## config.mk

```make
export PLATFORM = sky130hd
export DESIGN_NAME = wake_irq_recorder
export DESIGN_NICKNAME = d
export VERILOG_FILES = /design/src/rtl/wir_pkg.sv /design/src/rtl/wir_sync.sv /design/src/rtl/wir_ctrl.sv /design/src/rtl/wir_datapath.sv /design/src/rtl/wake_irq_recorder.sv
export SDC_FILE = /design/constraint.sdc
export NUM_CORES = 1
export LEC_CHECK = 0
export BUFFER_PORTS_ARGS = -buffer_cell sky130_fd_sc_hd__buf_2
export CAP_MARGIN = 20
export CORE_MARGIN = 2
export CORE_UTILIZATION = 54
export DETAILED_ROUTE_END_ITERATION = 16
export HOLD_SLACK_MARGIN = 0.1
export PLACE_DENSITY_LB_ADDON = 0.2
export SLEW_MARGIN = 20
export SYNTH_ARGS = -nofsm -noshare
export SYNTH_HDL_FRONTEND = slang
export SYNTH_HIERARCHICAL = 1
export SYNTH_SLANG_ARGS = --single-unit
export TNS_END_PERCENT = 30
```

## constraint.sdc

```tcl
create_clock -name clk -period 7.6 [get_ports clk]
set_input_delay 2.28 -clock clk [delete_from_list [all_inputs] [get_ports clk]]
set_output_delay 2.28 -clock clk [all_outputs]
set_load 0.05 [all_outputs]
```

## src/rtl/wir_pkg.sv

```systemverilog
`timescale 1ns/1ps
package wir_pkg;
  localparam int WORD_SEL_W = 4;
  localparam int LINE_SEL_W = 9;
  localparam int NUM_ARRAY_GRPS = 7;
  localparam int CTRL_OFS = 'h300;

  typedef enum logic [3:0] {
    GRP_NONE, GRP_ACK, GRP_MSET, GRP_MCLR, GRP_SSET, GRP_SCLR, GRP_PSET, GRP_PCLR, GRP_CTRL
  } grp_e;

  // byte bases, in the order of grp_e starting at GRP_ACK
  localparam int GRP_BASE [NUM_ARRAY_GRPS] = '{'h40, 'hC0, 'h100, 'h180, 'h1C0, 'h240, 'h280};

  typedef struct packed {
    logic                  wr;
    grp_e                  grp;
    logic [WORD_SEL_W-1:0] word;
    logic                  replayStep;
    logic [LINE_SEL_W-1:0] replayIdx;
    logic                  edgeOnly;
  } strobe_t;
endpackage

```

## src/rtl/wir_sync.sv

```systemverilog
`timescale 1ns/1ps
module wir_sync #(
  parameter int WIDTH = 8
) (
  input  logic             clk,
  input  logic             rstN,
  input  logic [WIDTH-1:0] din,
  output logic [WIDTH-1:0] dout
);
  logic [WIDTH-1:0] meta;

  always_ff @(posedge clk) begin
    if (!rstN) begin
      meta <= '0;
      dout <= '0;
    end else begin
      meta <= din;
      dout <= meta;
    end
  end
endmodule

```

## src/rtl/wir_ctrl.sv

```systemverilog
`timescale 1ns/1ps
module wir_ctrl
  import wir_pkg::*;
#(
  parameter int NUM_LINES = 40,
  parameter int ADDR_W    = 10
) (
  input  logic              clk,
  input  logic              rstN,
  input  logic              busWrEn,
  input  logic [ADDR_W-1:0] busAddr,
  input  logic [2:0]        ctrlWdata,
  input  logic [31:0]       arrayRdata,
  output logic [31:0]       busRdata,
  output strobe_t           strb
);
  localparam int WORDS = (NUM_LINES + 31) / 32;

  grp_e                  grp;
  logic [WORD_SEL_W-1:0] word;
  int                    addrI;
  logic                  enQ, edgeOnlyQ, busyQ;
  logic [LINE_SEL_W-1:0] idxQ;

  always_comb begin
    grp   = GRP_NONE;
    word  = '0;
    addrI = int'(busAddr);
    if (busAddr[1:0] == 2'b00) begin
      if (addrI == CTRL_OFS) grp = GRP_CTRL;
      for (int g = 0; g < NUM_ARRAY_GRPS; g++) begin
        if (addrI >= GRP_BASE[g] && addrI < GRP_BASE[g] + 4 * WORDS) begin
          grp  = grp_e'(4'(g + 1));
          word = WORD_SEL_W'((addrI - GRP_BASE[g]) / 4);
        end
      end
    end
  end

  always_ff @(posedge clk) begin
    if (!rstN) begin
      enQ       <= 1'b0;
      edgeOnlyQ <= 1'b0;
      busyQ     <= 1'b0;
      idxQ      <= '0;
    end else begin
      if (busyQ) begin
        if (idxQ == LINE_SEL_W'(NUM_LINES - 1)) busyQ <= 1'b0;
        else idxQ <= idxQ + 1'b1;
      end
      if (busWrEn && grp == GRP_CTRL) begin
        enQ       <= ctrlWdata[0];
        edgeOnlyQ <= ctrlWdata[1];
        if (ctrlWdata[2] && ctrlWdata[0] && !busyQ) begin
          busyQ <= 1'b1;
          idxQ  <= '0;
        end
      end
    end
  end

  always_comb begin
    strb.wr         = busWrEn;
    strb.grp        = grp;
    strb.word       = word;
    strb.replayStep = busyQ;
    strb.replayIdx  = idxQ;
    strb.edgeOnly   = edgeOnlyQ;
    busRdata = (grp == GRP_CTRL) ? {29'b0, busyQ, edgeOnlyQ, enQ} : arrayRdata;
  end

  // the walk index stays inside the line range while replaying
  a_r8_idx_in_range: assert property (@(posedge clk) disable iff (!rstN)
    busyQ |-> (idxQ < LINE_SEL_W'(NUM_LINES)));
  // a replay only ends after visiting the last line
  a_r8_ends_at_last: assert property (@(posedge clk) disable iff (!rstN)
    $fell(busyQ) |-> ($past(idxQ) == LINE_SEL_W'(NUM_LINES - 1)));
endmodule

```

## src/rtl/wir_datapath.sv

```systemverilog
`timescale 1ns/1ps
module wir_datapath
  import wir_pkg::*;
#(
  parameter int NUM_LINES = 40
) (
  input  logic                 clk,
  input  logic                 rstN,
  input  strobe_t              strb,
  input  logic [31:0]          busWdata,
  input  logic [NUM_LINES-1:0] irqIn,
  output logic [31:0]          arrayRdata,
  output logic [NUM_LINES-1:0] irqOut
);
  logic [NUM_LINES-1:0] syncS, prevQ;
  logic [NUM_LINES-1:0] maskQ, senseQ, polQ, statusQ, outQ;
  logic [NUM_LINES-1:0] wrBits, stepVec, fire;
  logic [NUM_LINES-1:0] riseV, fallV, edgeEv, lvlEv, evVec;

  wir_sync #(.WIDTH(NUM_LINES)) u_sync (
    .clk(clk), .rstN(rstN), .din(irqIn), .dout(syncS)
  );

  function automatic logic hit(input strobe_t s, input grp_e g);
    return s.wr && (s.grp == g);
  endfunction

  always_comb begin
    for (int i = 0; i < NUM_LINES; i++) begin
      wrBits[i]  = (strb.word == WORD_SEL_W'(i / 32)) && busWdata[i % 32];
      stepVec[i] = strb.replayStep && (strb.replayIdx == LINE_SEL_W'(i));
    end
    riseV  = syncS & ~prevQ;
    fallV  = ~syncS & prevQ;
    edgeEv = (polQ & riseV) | (~polQ & fallV);
    lvlEv  = (polQ & syncS) | (~polQ & ~syncS);
    evVec  = (senseQ & lvlEv & {NUM_LINES{~strb.edgeOnly}}) | (~senseQ & edgeEv);
    fire   = stepVec & statusQ & ~maskQ;
  end

  always_ff @(posedge clk) begin
    if (!rstN) begin
      prevQ   <= '0;
      maskQ   <= '0;
      senseQ  <= '0;
      polQ    <= '0;
      statusQ <= '0;
      outQ    <= '0;
    end else begin
      prevQ <= syncS;
      outQ  <= fire;
      statusQ <= (statusQ & ~(hit(strb, GRP_ACK) ? wrBits : '0) & ~fire) | evVec;
      if (hit(strb, GRP_MSET)) maskQ <= maskQ | wrBits;
      else if (hit(strb, GRP_MCLR)) maskQ <= maskQ & ~wrBits;
      if (hit(strb, GRP_SSET)) senseQ <= senseQ | wrBits;
      else if (hit(strb, GRP_SCLR)) senseQ <= senseQ & ~wrBits;
      if (hit(strb, GRP_PSET)) polQ <= polQ | wrBits;
      else if (hit(strb, GRP_PCLR)) polQ <= polQ & ~wrBits;
    end
  end

  logic [NUM_LINES-1:0] rdVec;
  always_comb begin
    case (strb.grp)
      GRP_ACK:            rdVec = statusQ;
      GRP_MSET, GRP_MCLR: rdVec = maskQ;
      GRP_SSET, GRP_SCLR: rdVec = senseQ;
      GRP_PSET, GRP_PCLR: rdVec = polQ;
      default:            rdVec = '0;
    endcase
    arrayRdata = '0;
    for (int i = 0; i < NUM_LINES; i++)
      if (strb.word == WORD_SEL_W'(i / 32)) arrayRdata[i % 32] = rdVec[i];
  end

  assign irqOut = outQ;

  // at most one replay pulse at a time
  a_r10_single_pulse: assert property (@(posedge clk) disable iff (!rstN)
    $onehot0(outQ));
  // a pulse only follows a replay step from the control side
  a_r10_pulse_from_replay: assert property (@(posedge clk) disable iff (!rstN)
    (|outQ) |-> $past(strb.replayStep));
  // a pulsed line had been recorded
  a_r7_pulse_was_recorded: assert property (@(posedge clk) disable iff (!rstN)
    (outQ & ~$past(statusQ)) == '0);
  // status only rises after a detected event
  a_r4_status_needs_event: assert property (@(posedge clk) disable iff (!rstN)
    (statusQ & ~$past(statusQ) & ~$past(evVec)) == '0);
endmodule

```

## src/rtl/wake_irq_recorder.sv

```systemverilog
`timescale 1ns/1ps
module wake_irq_recorder
  import wir_pkg::*;
#(
  parameter int NUM_LINES = 40,
  parameter int ADDR_W    = 10
) (
  input  logic                 clk,
  input  logic                 rstN,
  input  logic                 busWrEn,
  input  logic [ADDR_W-1:0]    busAddr,
  input  logic [31:0]          busWdata,
  output logic [31:0]          busRdata,
  input  logic [NUM_LINES-1:0] irqIn,
  output logic [NUM_LINES-1:0] irqOut
);
  strobe_t     strb;
  logic [31:0] arrayRdata;

  wir_ctrl #(.NUM_LINES(NUM_LINES), .ADDR_W(ADDR_W)) u_ctrl (
    .clk(clk), .rstN(rstN), .busWrEn(busWrEn), .busAddr(busAddr),
    .ctrlWdata(busWdata[2:0]), .arrayRdata(arrayRdata),
    .busRdata(busRdata), .strb(strb)
  );

  wir_datapath #(.NUM_LINES(NUM_LINES)) u_data (
    .clk(clk), .rstN(rstN), .strb(strb), .busWdata(busWdata),
    .irqIn(irqIn), .arrayRdata(arrayRdata), .irqOut(irqOut)
  );
endmodule

```

==> results_dict.tcl, run 1 <==
set metrics [dict create \
    run_status "finished, violations left" \
    violations "setup timing" \
    hold_path_depth 1 \
    internal-power_mw 2.92 \
    io_buffers 156 \
    fin_hold_ws_ns 0.427 \
    critical_path.n_buffers_inverters 4 \
    pin_count 157 \
    postSynthRegisterBits 332 \
    post-route-min-period_ns 7.63 \
    grt_start_max_net_pins 94 \
    detailed_place_hpwl_um 29300 \
    via_per_inst 6.12 \
    synth-warning-count 6 \
    slew_headroom 0.255 \
    min_from "u_data/u_sync/meta[37]$_SDFF_PN0_" \
    cts_tree "done" \
    min_period_over_period 1.00 \
    holdPathEnd "u_data/u_sync/dout[37]$_SDFF_PN0_" \
    ir_drop_uv 167 \
    drv_slew 0 \
    setup.worst_path.start_class "primary input" \
    worst_ep_required_time_ns 5.32 \
    starting_density_of_the_core 0.553 \
    worstPathMaxFanout 7 \
    worstSetupPathType "primary input to output pin" \
    syn_avg_cell_area_um2 9.24 \
    wire_per_inst_um 21.0 \
    global_route_overflow 0 \
    worst-r2r-setup-slack_ns 5.05 \
    synth-main-ff-cell "dfxtp_1" \
    layout-area-overhead-vs-synth_pct 19.5 \
    report.final.setup_viol 9 \
    power_mw 3.77 \
    standby_leakage_power_nw 7.27 \
    worst_hold_path_type "flip-flop to flip-flop" \
    detail_route.first_pass.iterations 6 \
    highest_signal_layer_in_the_routed_design "met4" \
    cpMostUsedCell "buf_6" \
    gr-usage-all-layers 0.296 \
    worstRegToRegCells 4 \
    vias 13500 \
    critPathSlowestCell "or4_4" \
    met3WireLength_um 3620 \
    numCtsBuffers 36 \
    synth_seq_area_share 0.429 \
    route.layer.met1.wl_um 19500 \
    rsz_0062_raised_after_global_routing "yes" \
    power.density_mw_per_mm2 204 \
    cts_max_level 2 \
    die_width_um 173 \
    finalCoreUtilization 0.661 \
    fin_worst_skew_ns 0.0116 \
    grt_pass1_wl_um 71400 \
    clock_tree.buffer_depth 3 \
    synth_nets 1776 \
    drt_first_iter_violations 1559 \
    r2r-start "u_ctrl/busyQ$_SDFF_PN0_" \
    grt_antenna_before_repair 5 \
    yosysUniqueCellTypes 71 \
    post-synth-top-area-fraction 0.429 \
    cell_area_after_synthesis_mm2 0.0155 \
    clkPwrFrac 0.473 \
    critical_path.endpoint_type "output pin" \
    detailedPlace.worstSlack_ns -0.434 \
    crit_chain "buf_6 > or3_4 > nor3_4 > ha_2 > ha_4 > mux2i_2 > o2bb2ai_2 > a211oi_2 > o22ai_2 > or4_4 > buf_6 > nor3_4 > buf_6 > a22o_1 > mux2_4 > buf_8" \
    die-height_um 173 \
    timing.fmax_mhz 131 \
    post_route_drc 0 \
    switchingPower_uw 851 \
    placement_rows 61 \
    dieArea_mm2 0.0300 \
    clock_sinks 332 \
    drt_wl_total_um 46300 \
    postSynthCellCount 1676 \
    drive_above_1_share 0.259 \
    worstReg2RegEnd "u_data/statusQ[31]$_SDFF_PN0_" \
    nNetsFinal 1898 \
    grt_pass1_vias 12700 \
    synth_enable_flop_cells 0 \
    post-synth-top-area-cell "dfxtp_1" \
    timing.critical_path.slowest_cell_delay_ns 0.53 \
    pwr-share-comb 0.052 \
    finalWeightedCongestion 0.912 \
    synth.area.top_cells "dfxtp_1 43%, mux2i_1 13%, nand2_1 5.6%" \
    clockRootBuffer "clkbuf_16" \
    final-hold-violation-count 0 \
    final.setup.worst_slack_ns -0.0337 \
    cts.hold.buffers_added 0 \
    worst-slew-pin-transition_ns 1.12 \
    routed-wl-met2_um 21900 \
    worst_ep_arrival_time_ns 5.35 \
    core_area_mm2 0.0280 \
    postRouteAntennaNets 0 \
    maxCapViolCount 0 \
    seq_power_share 0.475 \
    cp_top_family "simple AND/OR/NAND/NOR gates" \
    async_reset_ff_frac 0 \
    netSwitchingFraction 0.226 \
    worstSkewPairLatency_ns 0.53 \
    clk_pin_slew_worst_paths_ns 0.07 \
]
==> cell type report <==
class	count	area, um^2
clock buffer	50	1050
sequential	332	6650
multi-input combinational	1177	8550
antenna	5	12.5
tap	378	473
clock inverter	11	143
timing repair buffer	226	1540
inverter	25	93.8
fill	2317	9500
==> cells in the mapped netlist (10+ instances only) <==
master / n
nand2b_1: 10
mux2i_1: 195
a311oi_1: 26
o311ai_0: 18
nor3_1: 12
nand4_1: 26
o41ai_1: 16
and2_2: 57
o21a_1: 17
nor2_1: 44
buf_2: 23
dfxtp_1: 332
nand3_1: 48
a22oi_1: 32
a2111oi_0: 24
nand2_1: 230
o21ai_0: 12
nor4_1: 16
and3_1: 29
o31ai_1: 19
inv_1: 23
or3_1: 29
a31oi_1: 25
mux2_2: 26
ha_1: 15
and2_1: 94
clkbuf_1: 95
a21oi_1: 55
==> worst max-delay path by stage <==
stage / from / endpoint / slack (ns) / cells after the start
after floorplan: busAddr[7] / busRdata[13] / -0.03 / 13
after global placement: busAddr[8] / busRdata[2] / -0.35 / 16
after detailed placement: busAddr[8] / busRdata[17] / -0.43 / 14
after CTS: busAddr[8] / busRdata[13] / -0.08 / 14
after global routing: busAddr[8] / busRdata[0] / -0.14 / 16
final: busAddr[8] / busRdata[0] / -0.03 / 16
==> cells in the final DEF, fill, tap and decap left out, types with 6 or more instances in the layout <==
| cell type | count |
|---|---|
| dfxtp_1 | 332 |
| nand2_1 | 230 |
| mux2i_1 | 194 |
| buf_2 | 121 |
| buf_4 | 85 |
| and2_1 | 69 |
| and2_2 | 60 |
| a21oi_1 | 54 |
| nand3_1 | 48 |
| nor2_1 | 42 |
| clkbuf_16 | 37 |
| a22oi_1 | 32 |
| and3_1 | 28 |
| or3_1 | 28 |
| nand4_1 | 26 |
| a311oi_1 | 25 |
| a31oi_1 | 25 |
| mux2_2 | 24 |
| and2_4 | 22 |
| inv_1 | 21 |
| a2111oi_2 | 20 |
| o31ai_1 | 19 |
| o311ai_0 | 18 |
| o21a_1 | 17 |
| nor4_1 | 16 |
| o41ai_1 | 16 |
| o21ai_0 | 11 |
| buf_6 | 10 |
| ha_1 | 10 |
| nand2b_1 | 9 |
| clkbuf_8 | 8 |
| nor3_1 | 8 |
| a221oi_1 | 8 |
| a22o_1 | 8 |
| buf_8 | 6 |
| xnor2_1 | 6 |
==> through the flow <==
stage,area [um^2],TNS [ns],cells
final,18500,-0.222,2204
after global routing,18500,-2.39,2203
after CTS,18300,-1.31,2197
after detailed placement,16900,-10.69,2135
after global placement,16900,-9.31,2135
after floorplan,15600,-0.519,1676
==> layer usage <==
| layer | vias to the layer above | global-route usage |
|---|---|---|
| met5 | - | 0 |
| met4 | 0 | 0.0936 |
| met3 | 81 | 0.0531 |
| met2 | 617 | 0.488 |
| met1 | 6504 | 0.393 |
| li1 | 6283 | - |
==> timing repair <==
action,CTS,global route
pin swaps,4,5
resized for setup,67,39
setup buffers,1,2
setup endpoints to repair,32,32
==> kinds of logic after synthesis <==
logic type      Yosys count  share of synthesized area
compound gates          288                      0.138
xor+xnor                 11                    0.00622
fa+ha+maj                15                     0.0121
buf+inv                 167                     0.0459
flops                   332                      0.429
mux                     222                      0.146
other cells               1                   0.000242
simple gates            640                      0.222
==> power by group through the flow <==
stage,Combinational (mW),Clock [mW],Sequential [mW]
floorplan,0.112,0,1.82
global placement,0.180,0,1.83
detailed placement,0.182,0,1.83
CTS,0.187,1.80,1.79
global route,0.212,1.87,1.80
finish,0.195,1.78,1.79
Power figures use the tool's default switching activity.
==> inputs of run 2 (changes only) <==
CORE_MARGIN = not set   (was 2)
REMOVE_ABC_BUFFERS = 1   (was not set)
==> results_dict.tcl, run 2 (synthesis gave the netlist of run 1 again) <==
set metrics [dict create \
    crit_chain "buf_6 > or3_4 > nor3_4 > ha_2 > ha_4 > mux2i_2 > o2bb2ai_2 > a211oi_2 > o22ai_2 > or4_4 > buf_12 > a2111oi_2 > buf_4 > and2_1 > buf_6" \
    numCtsBuffers 36 \
    gr-usage-all-layers 0.312 \
    wire_per_inst_um 21.0 \
    standby_leakage_power_nw 7.34 \
    cp_top_family "simple AND/OR/NAND/NOR gates" \
    drv_slew 0 \
    netSwitchingFraction 0.219 \
    worst_ep_required_time_ns 5.32 \
    insertedDiodeCount 0 \
    clockRootBuffer "clkbuf_16" \
    via_per_inst 6.14 \
    timing.critical_path.slowest_cell_delay_ns 0.51 \
    layout_common_cells "332 x dfxtp_1, 230 x nand2_1, 194 x mux2i_1" \
    global_route_overflow 0 \
    critPathSlowestCell "or4_4" \
    grt_antenna_before_repair 2 \
    starting_density_of_the_core 0.553 \
    final-hold-violation-count 0 \
    worstPathMaxFanout 8 \
    critical_path.endpoint_type "output pin" \
    fin_worst_skew_ns 0.0113 \
    detailedPlace.worstSlack_ns -0.513 \
    clk_pin_slew_worst_paths_ns 0.06 \
    dieArea_mm2 0.0294 \
    setup.worst_path.start_class "primary input" \
    report.final.setup_viol 31 \
    post-route-min-period_ns 7.68 \
    min_period_over_period 1.01 \
    min_from "u_data/u_sync/meta[38]$_SDFF_PN0_" \
    layout-area-overhead-vs-synth_pct 21.2 \
    pwr-share-comb 0.053 \
    r2r-start "u_ctrl/busyQ$_SDFF_PN0_" \
    worst_hold_path_type "flip-flop to flip-flop" \
    finalWeightedCongestion 0.896 \
    pin_count 157 \
    power.density_mw_per_mm2 203 \
    placed_cells 2143 \
    worstSetupPathType "primary input to output pin" \
    die-height_um 171 \
    grt_pass1_vias 13100 \
    switchingPower_uw 835 \
    rsz_0062_raised_after_global_routing "yes" \
    timing.fmax_mhz 130 \
    grt_pass1_wl_um 71600 \
    core_area_mm2 0.0280 \
    worst-slew-pin-transition_ns 1.15 \
    post_route_drc 0 \
    detail_route.first_pass.iterations 6 \
    clock_sinks 332 \
    seq_power_share 0.470 \
    violations "setup timing" \
    slew_headroom 0.229 \
    critical_path.n_buffers_inverters 4 \
    maxCapViolCount 0 \
    vias 13600 \
    clock_tree.buffer_depth 3 \
    drive_above_1_share 0.248 \
    die_width_um 171 \
    drt_first_iter_violations 1353 \
    ir_drop_uv 180 \
    run_status "finished, violations left" \
    cpMostUsedCell "buf_6" \
    internal-power_mw 2.98 \
    cts_tree "done" \
    final.setup.worst_slack_ns -0.0792 \
    mostFrequentLayoutCell "dfxtp_1" \
    worstSkewPairLatency_ns 0.51 \
    drt_wl_total_um 46500 \
    cts_max_level 2 \
    nNetsFinal 1910 \
    placement_rows 61 \
    clkPwrFrac 0.477 \
    crit_path_start "busAddr[9]" \
    io_buffers 156 \
    worst_ep_arrival_time_ns 5.40 \
    detailed_place_hpwl_um 28800 \
    postRouteAntennaNets 0 \
    fin_cells 2212 \
    grt_start_max_net_pins 111 \
    setup_tns_ns -1.20 \
]
## run 2: changes by cell type in the layout (fill, tap and decap cells not counted), moves of 3 or more
cell	change
a2111oi_2	-9
buf_4	-13
diode_2	-5
and2_4	-21
a2111oi_4	+10
ha_1	+3
buf_6	+24
and2_2	-3
and2_1	+24
## run 2: layout make-up
type / instances / area, um^2
inverter: 25 / 93.8
clock buffer: 54 / 1090
fill: 2269 / 9250
timing repair buffer: 238 / 1730
clock inverter: 8 / 140
multi-input combinational: 1177 / 8590
tap: 378 / 473
sequential: 332 / 6650
## run 2: worst paths after layout
kind / end / slack (ns) / cells past startpoint
setup / recovery: busRdata[19] / -0.08 / 15
hold / removal: u_data/u_sync/dout[38]$_SDFF_PN0_ / 0.43 / 1
setup reg to reg: u_data/irqOut[1]$_SDFF_PN0_ / 4.82 / 4
hold reg to reg: u_data/u_sync/dout[38]$_SDFF_PN0_ / 0.43 / 1
## run 2: what timing repair did
action	CTS	global route
endpoints found under the setup margin	32	32
cloned	1	0
pin swaps	7	5
setup buffers	5	1
endpoints found under the hold margin	0	0
hold buffers	0	0
resized for setup	140	21
## run 2: power groups by stage
stage               Combinational [mW]  Clock, mW  Sequential, mW
floorplan                       0.0787          0            1.82
global placement                 0.180          0            1.83
detailed placement               0.182          0            1.83
CTS                              0.196       1.84            1.79
global route                     0.218       1.91            1.79
finish                           0.202       1.82            1.79
## run 2: layer usage
metal / share of wire / up-vias / wire [um] / GRT usage
li1: - / 6294 / - / -
met1: 0.42 / 6512 / 19400 / 0.409
met2: 0.47 / 659 / 22000 / 0.514
met3: 0.076 / 118 / 3530 / 0.0449
met4: 0.034 / 4 / 1560 / 0.130
met5: 0.00058 / - / 27 / 0
## run 2: per-stage QoR
stage / hold WS, ns / power, mW / instance area, um^2 / utilization
final: 0.428 / 3.81 / 18800 / 0.670
after global routing: 0.440 / 3.92 / 18800 / 0.670
after CTS: 0.430 / 3.83 / 18600 / 0.664
after detailed placement: 0.417 / 2.01 / 16800 / 0.599
after global placement: 0.414 / 2.01 / 16800 / 0.599
after floorplan: 0.406 / 1.90 / 14900 / -
